`src/rtl/cilc_pkg.sv`:
```
// Package: shared constants and pure functions of the interrupt level controller.
// Assumes a 32-bit pending word and a 4-bit level (levels 1..15).
package cilc_pkg;
    localparam int          WORD_W     = 32;
    localparam int          LEVEL_W    = 4;
    localparam int          VEC_W      = 16;
    localparam int          NUM_LEVELS = 15;
    localparam int          SOFT_SHIFT = 16;
    localparam int          TIMER_POS  = 14;
    localparam int          ALIAS_POS  = 14;
    localparam int          DIS_POS    = 31;
    localparam logic [31:0] SOFT_MASK  = 32'hFFFE_0000;
    localparam logic [31:0] HARD_MASK  = 32'h0000_FFFE;
    localparam logic [31:0] DEV_OK     = 32'h705D_FF80;
    localparam logic [31:0] MASK_KEEP  = DEV_OK | (32'h1 << DIS_POS);

    typedef enum logic [1:0] {
        OFF_PEND = 2'd0,
        OFF_CLR  = 2'd1,
        OFF_SET  = 2'd2,
        OFF_RSVD = 2'd3
    } offs_e;

    // Level requested by device line j.
    function automatic logic [LEVEL_W-1:0] dev_level(input int j);
        return LEVEL_W'(1 + (j % NUM_LEVELS));
    endfunction

    // Highest set index in v[15:1]; 0 when none is set.
    function automatic logic [LEVEL_W-1:0] top_level(input logic [VEC_W-1:0] v);
        logic [LEVEL_W-1:0] lv;
        lv = '0;
        for (int j = 1; j < VEC_W; j++) begin
            if (v[j]) lv = LEVEL_W'(j);
        end
        return lv;
    endfunction
endpackage

```
`src/rtl/cilc_master_gate.sv`:
```
// Module: master mask register and device-line gate.
// Holds the shared mask. Bit 31 is the global disable. Turns the surviving
// device lines into a 16-bit level request vector that all CPUs share.
// Assumes device lines are synchronous to clk.
module cilc_master_gate
    import cilc_pkg::*;
(
    input  logic                clk,
    input  logic                rst_n,
    input  logic                wr_valid,
    input  logic [1:0]          wr_offs,
    input  logic [WORD_W-1:0]   wr_data,
    input  logic [WORD_W-1:0]   dev_irq,
    output logic [WORD_W-1:0]   mask_q,
    output logic [VEC_W-1:0]    dev_vec
);
    logic [WORD_W-1:0] live;

    // Mask register: the set and clear writes touch only the stored bits.
    always_ff @(posedge clk) begin
        if (!rst_n) begin
            mask_q <= 32'h1 << DIS_POS;
        end else if (wr_valid && wr_offs == OFF_SET) begin
            mask_q <= (mask_q | wr_data) & MASK_KEEP;
        end else if (wr_valid && wr_offs == OFF_CLR) begin
            mask_q <= (mask_q & ~wr_data) & MASK_KEEP;
        end
    end

    // Live device lines: maskable, unmasked, and not globally disabled.
    always_comb begin
        live = mask_q[DIS_POS] ? '0 : (dev_irq & DEV_OK & ~mask_q);
    end

    // Translate each live line to its level bit.
    always_comb begin
        dev_vec = '0;
        for (int j = 0; j < WORD_W; j++) begin
            if (live[j]) dev_vec[dev_level(j)] = 1'b1;
        end
    end
endmodule

```
`src/rtl/cilc_cpu_pending.sv`:
```
// Module: pending word of one CPU.
// Software bits 31:17 are set and cleared by register writes. Bit 14 tracks
// the timer input. All other bits stay 0.
// Assumes set and clear never arrive in the same cycle.
module cilc_cpu_pending
    import cilc_pkg::*;
(
    input  logic                clk,
    input  logic                rst_n,
    input  logic                do_set,
    input  logic                do_clr,
    input  logic [WORD_W-1:0]   wdata,
    input  logic                timer,
    output logic [WORD_W-1:0]   pend_q
);
    logic [WORD_W-1:0] clr_bits;
    logic [WORD_W-1:0] soft_nxt;

    // Clear pattern: bit 14 in the data also selects soft level 15.
    always_comb begin
        clr_bits = wdata;
        if (wdata[ALIAS_POS]) clr_bits[DIS_POS] = 1'b1;
        clr_bits = clr_bits & SOFT_MASK;
    end

    // Next software field after this cycle's write.
    always_comb begin
        soft_nxt = pend_q & SOFT_MASK;
        if (do_clr) soft_nxt = soft_nxt & ~clr_bits;
        if (do_set) soft_nxt = soft_nxt | (wdata & SOFT_MASK);
    end

    // Pending register: software field plus the sampled timer bit.
    always_ff @(posedge clk) begin
        if (!rst_n) begin
            pend_q <= '0;
        end else begin
            pend_q            <= soft_nxt;
            pend_q[TIMER_POS] <= timer;
        end
    end
endmodule

```
`src/rtl/cilc_level_enc.sv`:
```
// Module: level vector builder and registered priority encoder for one CPU.
// Shifts the software field down, ORs the hardware bits and the shared device
// vector, then registers the highest requested level.
module cilc_level_enc
    import cilc_pkg::*;
(
    input  logic                 clk,
    input  logic                 rst_n,
    input  logic [WORD_W-1:0]    pend,
    input  logic [VEC_W-1:0]     dev_vec,
    output logic [LEVEL_W-1:0]   level_q
);
    logic [WORD_W-1:0] soft_dn;
    logic [VEC_W-1:0]  vec;

    // Merge the three request sources into one level vector.
    always_comb begin
        soft_dn = (pend & SOFT_MASK) >> SOFT_SHIFT;
        vec     = soft_dn[VEC_W-1:0] | (pend[VEC_W-1:0] & HARD_MASK[VEC_W-1:0]) | dev_vec;
    end

    // Output register: highest requested level.
    always_ff @(posedge clk) begin
        if (!rst_n) level_q <= '0;
        else        level_q <= top_level(vec);
    end
endmodule

```
`src/rtl/cpu_irq_level_ctrl.sv`:
```
// Module: top of the per-CPU interrupt level controller.
// Decodes the CPU request port, builds one pending word and one level encoder
// per CPU, and shares one master gate. Assumes NUM_CPU >= 2.
module cpu_irq_level_ctrl
    import cilc_pkg::*;
#(
    parameter int NUM_CPU   = 4,
    localparam int CPU_IDX_W = $clog2(NUM_CPU)
) (
    input  logic                         clk,
    input  logic                         rst_n,
    input  logic                         cpu_req_valid,
    input  logic                         cpu_req_write,
    input  logic [CPU_IDX_W-1:0]         cpu_req_sel,
    input  logic [1:0]                   cpu_req_offs,
    input  logic [31:0]                  cpu_req_wdata,
    output logic [31:0]                  cpu_rdata,
    input  logic                         gbl_wr_valid,
    input  logic [1:0]                   gbl_wr_offs,
    input  logic [31:0]                  gbl_wr_data,
    output logic [31:0]                  gbl_mask,
    input  logic [31:0]                  dev_irq,
    input  logic [NUM_CPU-1:0]           cpu_timer,
    output logic [NUM_CPU*LEVEL_W-1:0]   cpu_level
);
    logic [VEC_W-1:0]          dev_vec;
    logic [NUM_CPU*WORD_W-1:0] pend_flat;
    logic                      wr_set;
    logic                      wr_clr;

    // Request decode: the write kinds, independent of the CPU selected.
    always_comb begin
        wr_set = cpu_req_valid && cpu_req_write && cpu_req_offs == OFF_SET;
        wr_clr = cpu_req_valid && cpu_req_write && cpu_req_offs == OFF_CLR;
    end

    cilc_master_gate u_gate (
        .clk      (clk),
        .rst_n    (rst_n),
        .wr_valid (gbl_wr_valid),
        .wr_offs  (gbl_wr_offs),
        .wr_data  (gbl_wr_data),
        .dev_irq  (dev_irq),
        .mask_q   (gbl_mask),
        .dev_vec  (dev_vec)
    );

    for (genvar i = 0; i < NUM_CPU; i++) begin : g_cpu
        logic hit;
        assign hit = cpu_req_sel == CPU_IDX_W'(i);

        cilc_cpu_pending u_pend (
            .clk    (clk),
            .rst_n  (rst_n),
            .do_set (wr_set && hit),
            .do_clr (wr_clr && hit),
            .wdata  (cpu_req_wdata),
            .timer  (cpu_timer[i]),
            .pend_q (pend_flat[i*WORD_W +: WORD_W])
        );

        cilc_level_enc u_enc (
            .clk     (clk),
            .rst_n   (rst_n),
            .pend    (pend_flat[i*WORD_W +: WORD_W]),
            .dev_vec (dev_vec),
            .level_q (cpu_level[i*LEVEL_W +: LEVEL_W])
        );
    end

    // Read mux: the pending word at offset 0, otherwise zero.
    always_comb begin
        cpu_rdata = '0;
        if (cpu_req_valid && !cpu_req_write && cpu_req_offs == OFF_PEND) begin
            for (int i = 0; i < NUM_CPU; i++) begin
                if (cpu_req_sel == CPU_IDX_W'(i)) cpu_rdata = pend_flat[i*WORD_W +: WORD_W];
            end
        end
    end
endmodule

```
`config.mk`:
```
export PLATFORM = sky130hd
export DESIGN_NAME = cpu_irq_level_ctrl
export DESIGN_NICKNAME = d
export VERILOG_FILES = /design/src/rtl/cilc_pkg.sv /design/src/rtl/cilc_master_gate.sv /design/src/rtl/cilc_cpu_pending.sv /design/src/rtl/cilc_level_enc.sv /design/src/rtl/cpu_irq_level_ctrl.sv
export SDC_FILE = /design/constraint.sdc
export NUM_CORES = 1
export LEC_CHECK = 0
export ABC_AREA = 1
export CORE_UTILIZATION = 45
export DETAILED_ROUTE_END_ITERATION = 7
export PLACE_DENSITY = 0.81
export SLEW_MARGIN = 40
export SYNTH_ARGS = -nofsm -noshare
export SYNTH_HDL_FRONTEND = slang
export SYNTH_SLANG_ARGS = --single-unit
```
`constraint.sdc`:
```
create_clock -name clk -period 2 [get_ports clk]
set_clock_uncertainty 0.05 [all_clocks]
set_input_delay 0.3 -clock clk [delete_from_list [all_inputs] [get_ports clk]]
set_output_delay 0.3 -clock clk [all_outputs]
set_load 0.05 [all_outputs]
```
==> results.py, run 1 <==
metrics = {
    "critical_path": {
        "path_cells": "clkdlybuf4s50_1",
        "crit_path_max_incr_delay_ns": 0.83,
        "required_ns": 1.65,
        "critPathCaptureType": "output pin",
        "worst_setup_path_start_kind": "register",
        "path_max_fanout": 3,
        "worstSetupPathType": "reg2out",
        "crit_arrival_ns": 1.60,
        "worst-path-buf-inv": 1,
        "crit_family": "buffers and inverters",
        "cp_slowest_cell": "clkdlybuf4s50_1",
    },
    "clock_tree": {
        "cts-hold-fix-buffers": 0,
        "cts_buffer_depth": 2,
        "cts_tree": "done",
        "h-tree-depth": 3,
        "clock_latency_ns": 0.38,
        "root_buffer": "clkbuf_8",
        "clkSlewWorstSetupHoldPaths_ns": 0.10,
        "clock-sinks": 98,
        "cts_buffers": 9,
    },
    "synthesis": {
        "yosysWarnings": 0,
        "ys_types": 34,
        "yosys_register_bits": 98,
        "netlist_instances": 760,
        "seq_area_frac_synth_pct": 38.71,
        "syn_area_um2": 5069,
        "syn_area_per_cell_um2": 6.669,
    },
    "placement": {
        "gp_congestion": 1.021,
        "pre_cts_ws_ns": -0.2903,
        "portBuffers": 115,
        "post_dp_cell_area_um2": 6809,
        "dp_hpwl_um": 12380,
        "dp.cells": 1038,
    },
    "sta": {
        "max_freq_mhz": 513.5,
        "maxSlewViolCount": 0,
        "slew_headroom_pct": 64.51,
        "setup_ws_ns": 0.05255,
        "setup-violations-final": 0,
        "hold_ws_ns": 0.4126,
        "period_share_pct": 97.37,
        "layout_min_cycle_time_ns": 1.947,
        "hold_viol": 0,
        "rsz0062_at_grt": "no",
        "tightestPinTransition_ns": 0.5314,
    },
    "grt": {
        "grt.total_usage_pct": 28.96,
        "grt_pass1_vias": 5217,
        "grt_pass1_wl_um": 25830,
        "antenna_found_initial": 0,
        "grt_start_max_net_pins": 25,
        "grt_overflow_total": 0,
    },
    "power": {
        "p_leak_nw": 3.006,
        "powerDensity_nw_per_um2": 619.1,
        "vdd_drop_max_mv": 0.3324,
    },
    "cells_and_area": {
        "syn2layout_area_growth_pct": 41.05,
        "final_area_um2": 7149,
        "nNetsFinal": 1024,
        "post-route-util_pct": 65.66,
        "mostFrequentLayoutCells": "nand2_1, dfxtp_1, a21oi_1, clkdlybuf4s50_1, o21ai_0",
        "stdcell_count": 1058,
        "final_common_cell": "nand2_1",
        "drive_above_1_share_pct": 14.49,
        "antenna-diode-count": 0,
        "final.fill_count": 937,
    },
    "drt": {
        "dr.pass1.iters": 6,
        "drc": 0,
        "routed_wl_um": 16750,
        "detail_route.iter0.violations": 541,
        "num_vias": 5693,
        "wire_per_inst_um": 15.83,
        "ant_nets": 0,
        "vias_per_cell": 5.381,
    },
    "hold_path": {
        "hold_path_class": "in2reg",
    },
    "floorplanning": {
        "fp.dieArea_um2": 11690,
        "die_w_um": 108.1,
        "num_rows": 38,
        "top_level_ports": 191,
        "start_util_pct": 46.55,
        "coreArea_um2": 10890,
        "chipHeight_um": 108.1,
    },
    "run_status": {
        "status": "finished, final reports clean",
    },
    "flow_run": {
        "drv_cap": 0,
    },
}
-- worst register-to-register path: cells and delay by family (launching register included) --
family / cells / cell delay, ns
simple gates: 4 / 0.53
flops: 1 / 0.48
compound gates: 3 / 0.45
buf+inv: 2 / 0.26
-- per-layer routing --
metal | GRT usage (%) | share of wire, %
met1 | 36.67 | 40
met2 | 46.95 | 45
met3 | 5.907 | 12
met4 | 13.80 | 3.7
met5 | 0 | 0
-- stage by stage --
| step | setup TNS, ns | power [mW] |
|---|---|---|
| after floorplan | 0 | 2.702 |
| after global placement | -4.876 | 3.066 |
| after detailed placement | -6.272 | 3.071 |
| after CTS | 0 | 4.420 |
| after global routing | 0 | 4.577 |
| final | 0 | 4.426 |
-- final timing paths --
kind	from	endpoint	slack, ns	depth (start not counted)
setup / recovery	register	gbl_mask[16]	0.05	1
hold / removal	cpu_timer[0]	g_cpu[0].u_pend.pend_q[14]	0.41	3
setup reg to reg	register	g_cpu[0].u_enc.level_q[1]	0.18	9
hold reg to reg	register	register	0.42	2
-- where the power goes --
part / total (mW) / switching (mW) / internal, mW / leakage, nW
clock: 1.36 / 0.734 / 0.625 / 0.0971
combinational: 1.03 / 0.665 / 0.362 / 2.11
sequential: 2.04 / 0.0305 / 2.01 / 0.796
total: 4.43 / 1.43 / 3.00 / 3.01
-- area by class of cell --
type                            instances  area (um2)  area share (%)
Multi-Input combinational cell        577        2771           38.76
Timing Repair inverter                  1       7.507          0.1050
Tap cell                              140       175.2           2.450
Sequential cell                        98        1962           27.44
Timing Repair Buffer                  168        1788           25.01
Clock buffer                           10       137.6           1.925
Clock inverter                          6       72.57           1.015
Inverter                               58       235.2           3.290
-- synth_stat cells --
master	number	area (um2)
a21oi_1	101	505.5
a21oi_2	4	35.03
a221o_1	1	10.01
a221oi_1	2	17.52
a31oi_1	4	25.02
buf_1	1	3.750
buf_2	7	35.03
buf_4	30	225.2
buf_6	1	11.26
clkbuf_1	17	63.81
clkinv_1	2	7.510
conb_1	1	3.750
dfxtp_1	98	1962
inv_1	52	195.2
inv_2	3	11.26
inv_8	1	11.26
nand2_1	230	863.3
nand2_2	1	6.260
nand3_1	11	55.05
nand3_2	1	10.01
nand3b_1	4	30.03
nand3b_2	1	11.26
nor2_1	64	240.2
nor2_2	7	43.79
nor2_4	4	45.04
nor3_1	8	40.04
nor4_1	5	31.28
o211a_1	1	10.01
o211ai_1	7	52.55
o21ai_0	72	360.4
o21bai_1	6	45.04
o221ai_1	8	70.07
o22ai_1	3	18.77
or2_2	2	12.51
-- logic make-up (layout without fill, tap and decap cells) --
| group | after synthesis | after routing | synth area share (%) |
|---|---|---|---|
| AOI/OAI and AO/OA | 209 | 209 | 22.69 |
| DFF | 98 | 98 | 38.71 |
| buffers and inverters | 114 | 243 | 11.13 |
| and+or+nand+nor | 338 | 338 | 27.40 |
| other | 1 | 30 | 0.07398 |
-- what timing repair did --
| item | CTS | global route |
|---|---|---|
| pin swaps | 3 | 2 |
| setup endpoints to repair | 17 | 18 |
| setup buffers | 3 | 0 |
| cloned | 1 | 0 |
| resized for setup | 20 | 18 |
(Power assumes the default switching activity.)
==> run 2, diff against run 1 <==
--- a/config.mk
+++ b/config.mk
@@ -9,6 +9,7 @@
 export CORE_UTILIZATION = 45
 export DETAILED_ROUTE_END_ITERATION = 7
 export PLACE_DENSITY = 0.81
+export SKIP_CTS_REPAIR_TIMING = 1
 export SLEW_MARGIN = 40
 export SYNTH_ARGS = -nofsm -noshare
 export SYNTH_HDL_FRONTEND = slang
==> run 2 against run 1 <==
Core utilization down 0.70 points. Fmax down 0.45%. Final cell count down 0.19%. Register-to-register slack about the same. Design area down 1.1%. Sequential cell count unchanged.
==> results.py, run 2 (synthesis gave the netlist of run 1 again) <==
metrics = {
    "floorplanning": {
        "chipHeight_um": 108.1,
        "num_rows": 38,
        "start_util_pct": 46.55,
        "coreArea_um2": 10890,
        "die_w_um": 108.1,
        "fp.dieArea_um2": 11690,
        "top_level_ports": 191,
    },
    "sta": {
        "rsz0062_at_grt": "no",
        "max_freq_mhz": 511.2,
        "tightestPinTransition_ns": 0.5318,
        "maxSlewViolCount": 0,
        "setup-violations-final": 0,
        "hold_viol": 0,
        "layout_min_cycle_time_ns": 1.956,
        "slew_headroom_pct": 64.49,
        "period_share_pct": 97.81,
    },
    "drt": {
        "dr.pass1.iters": 6,
        "num_vias": 5654,
        "drc": 0,
        "ant_nets": 0,
        "detail_route.iter0.violations": 520,
        "routed_wl_um": 16560,
        "wire_per_inst_um": 15.68,
        "vias_per_cell": 5.354,
    },
    "cells_and_area": {
        "antenna-diode-count": 0,
        "post-route-util_pct": 64.96,
        "mostFrequentLayoutCells": "nand2_1, dfxtp_1, a21oi_1, clkdlybuf4s50_1, o21ai_0",
        "final_common_cell": "nand2_1",
        "syn2layout_area_growth_pct": 39.55,
        "nNetsFinal": 1022,
        "final_area_um2": 7073,
        "final.fill_count": 944,
        "drive_above_1_share_pct": 13.32,
    },
    "critical_path": {
        "path_cells": "clkdlybuf4s50_1",
        "crit_path_max_incr_delay_ns": 0.83,
        "path_max_fanout": 3,
        "worst-path-buf-inv": 1,
        "required_ns": 1.65,
        "worst_setup_path_start_kind": "register",
        "cp_slowest_cell": "clkdlybuf4s50_1",
        "crit_family": "buffers and inverters",
        "worstSetupPathType": "reg2out",
        "crit_arrival_ns": 1.61,
        "critPathCaptureType": "output pin",
    },
    "grt": {
        "grt.total_usage_pct": 28.30,
        "antenna_found_initial": 0,
        "grt_pass1_vias": 5163,
        "grt_pass1_wl_um": 25290,
        "grt_start_max_net_pins": 25,
        "grt_overflow_total": 0,
    },
    "hold_path": {
        "hold_path_class": "in2reg",
        "hold_start": "cpu_timer[3]",
    },
    "power": {
        "switching_share_pct": 32.40,
        "p_leak_nw": 3.051,
        "netSwitchingPower_mw": 1.434,
        "p_clk_share_pct": 31.1,
        "p_int_mw": 2.992,
        "powerDensity_nw_per_um2": 625.7,
        "p_seq_share_pct": 46.1,
        "p_comb_share_pct": 22.8,
        "vdd_drop_max_mv": 0.3368,
    },
    "clock_tree": {
        "root_buffer": "clkbuf_8",
        "clock-sinks": 98,
        "cts_buffers": 9,
        "cts_buffer_depth": 2,
        "clkSlewWorstSetupHoldPaths_ns": 0.11,
        "cts_tree": "done",
        "clock_latency_ns": 0.38,
        "h-tree-depth": 3,
    },
    "placement": {
        "gp_congestion": 1.021,
        "dp_hpwl_um": 12380,
        "portBuffers": 115,
        "post_dp_cell_area_um2": 6809,
    },
    "flow_run": {
        "drv_cap": 0,
    },
    "run_status": {
        "status": "finished, final reports clean",
    },
}
run 2: cell count changes in the layout (fill, tap and decap cells not counted), sizes merged:
cell	change
clkdlybuf4s15	-1
clkinvlp	-1
dlygate4sd2	-3
inv	+1
clkbuf	-3
dlymetal6s2s	+7
buf	-2
run 2: power by group through the flow:
stage          Combinational (mW)  Sequential, mW  Clock [mW]
2_1_floorplan               0.460            2.24           0
3_3_place_gp                0.982            2.08           0
3_5_place_dp                0.986            2.09           0
4_1_cts                     0.992            2.04        1.37
5_1_grt                      1.07            2.05        1.44
6_report                     1.01            2.04        1.38
run 2: layout make-up:
type / count / area [um2] / share of cell area, %
inverter: 58 / 229.0 / 3.237
tap: 140 / 175.2 / 2.477
timing repair inverter: 1 / 7.507 / 0.1061
clock inverter: 6 / 72.57 / 1.026
timing repair buffer: 166 / 1793 / 25.35
clock buffer: 10 / 137.6 / 1.946
multi-input combinational: 577 / 2696 / 38.12
sequential: 98 / 1962 / 27.74
run 2: worst paths after layout:
path / to / slack [ns] / cells past startpoint
worst max-delay path: gbl_mask[16] / 0.04 / 1
worst max register to register: g_cpu[0].u_enc.level_q[1] / 0.17 / 9
worst min register to register: register / 0.42 / 2
worst min-delay path: g_cpu[3].u_pend.pend_q[14] / 0.41 / 3
run 2: layer usage:
metal	vias up	part of all wire, %	GRT usage [%]
met2	322	45	46.50
met3	48	11	5.425
met4	0	3.0	12.04
met5	-	0	0
met1	2544	41	36.11
li1	2740	-	-
run 2: metrics by stage:
| stage | setup TNS, ns | total power, mW | std cells | hold slack, ns | setup slack [ns] |
|---|---|---|---|---|---|
| 2_1_floorplan | 0 | 2.702 | 789 | 0.3435 | 0.03361 |
| 3_3_place_gp | -4.876 | 3.066 | 1038 | 0.4057 | -0.3192 |
| 3_5_place_dp | -6.272 | 3.071 | 1038 | 0.4088 | -0.2903 |
| 4_1_cts | -4.050 | 4.404 | 1054 | 0.4091 | -0.3033 |
| 5_1_grt | 0 | 4.560 | 1056 | 0.4145 | 0.002914 |
| 6_report | 0 | 4.426 | 1056 | 0.4086 | 0.04377 |
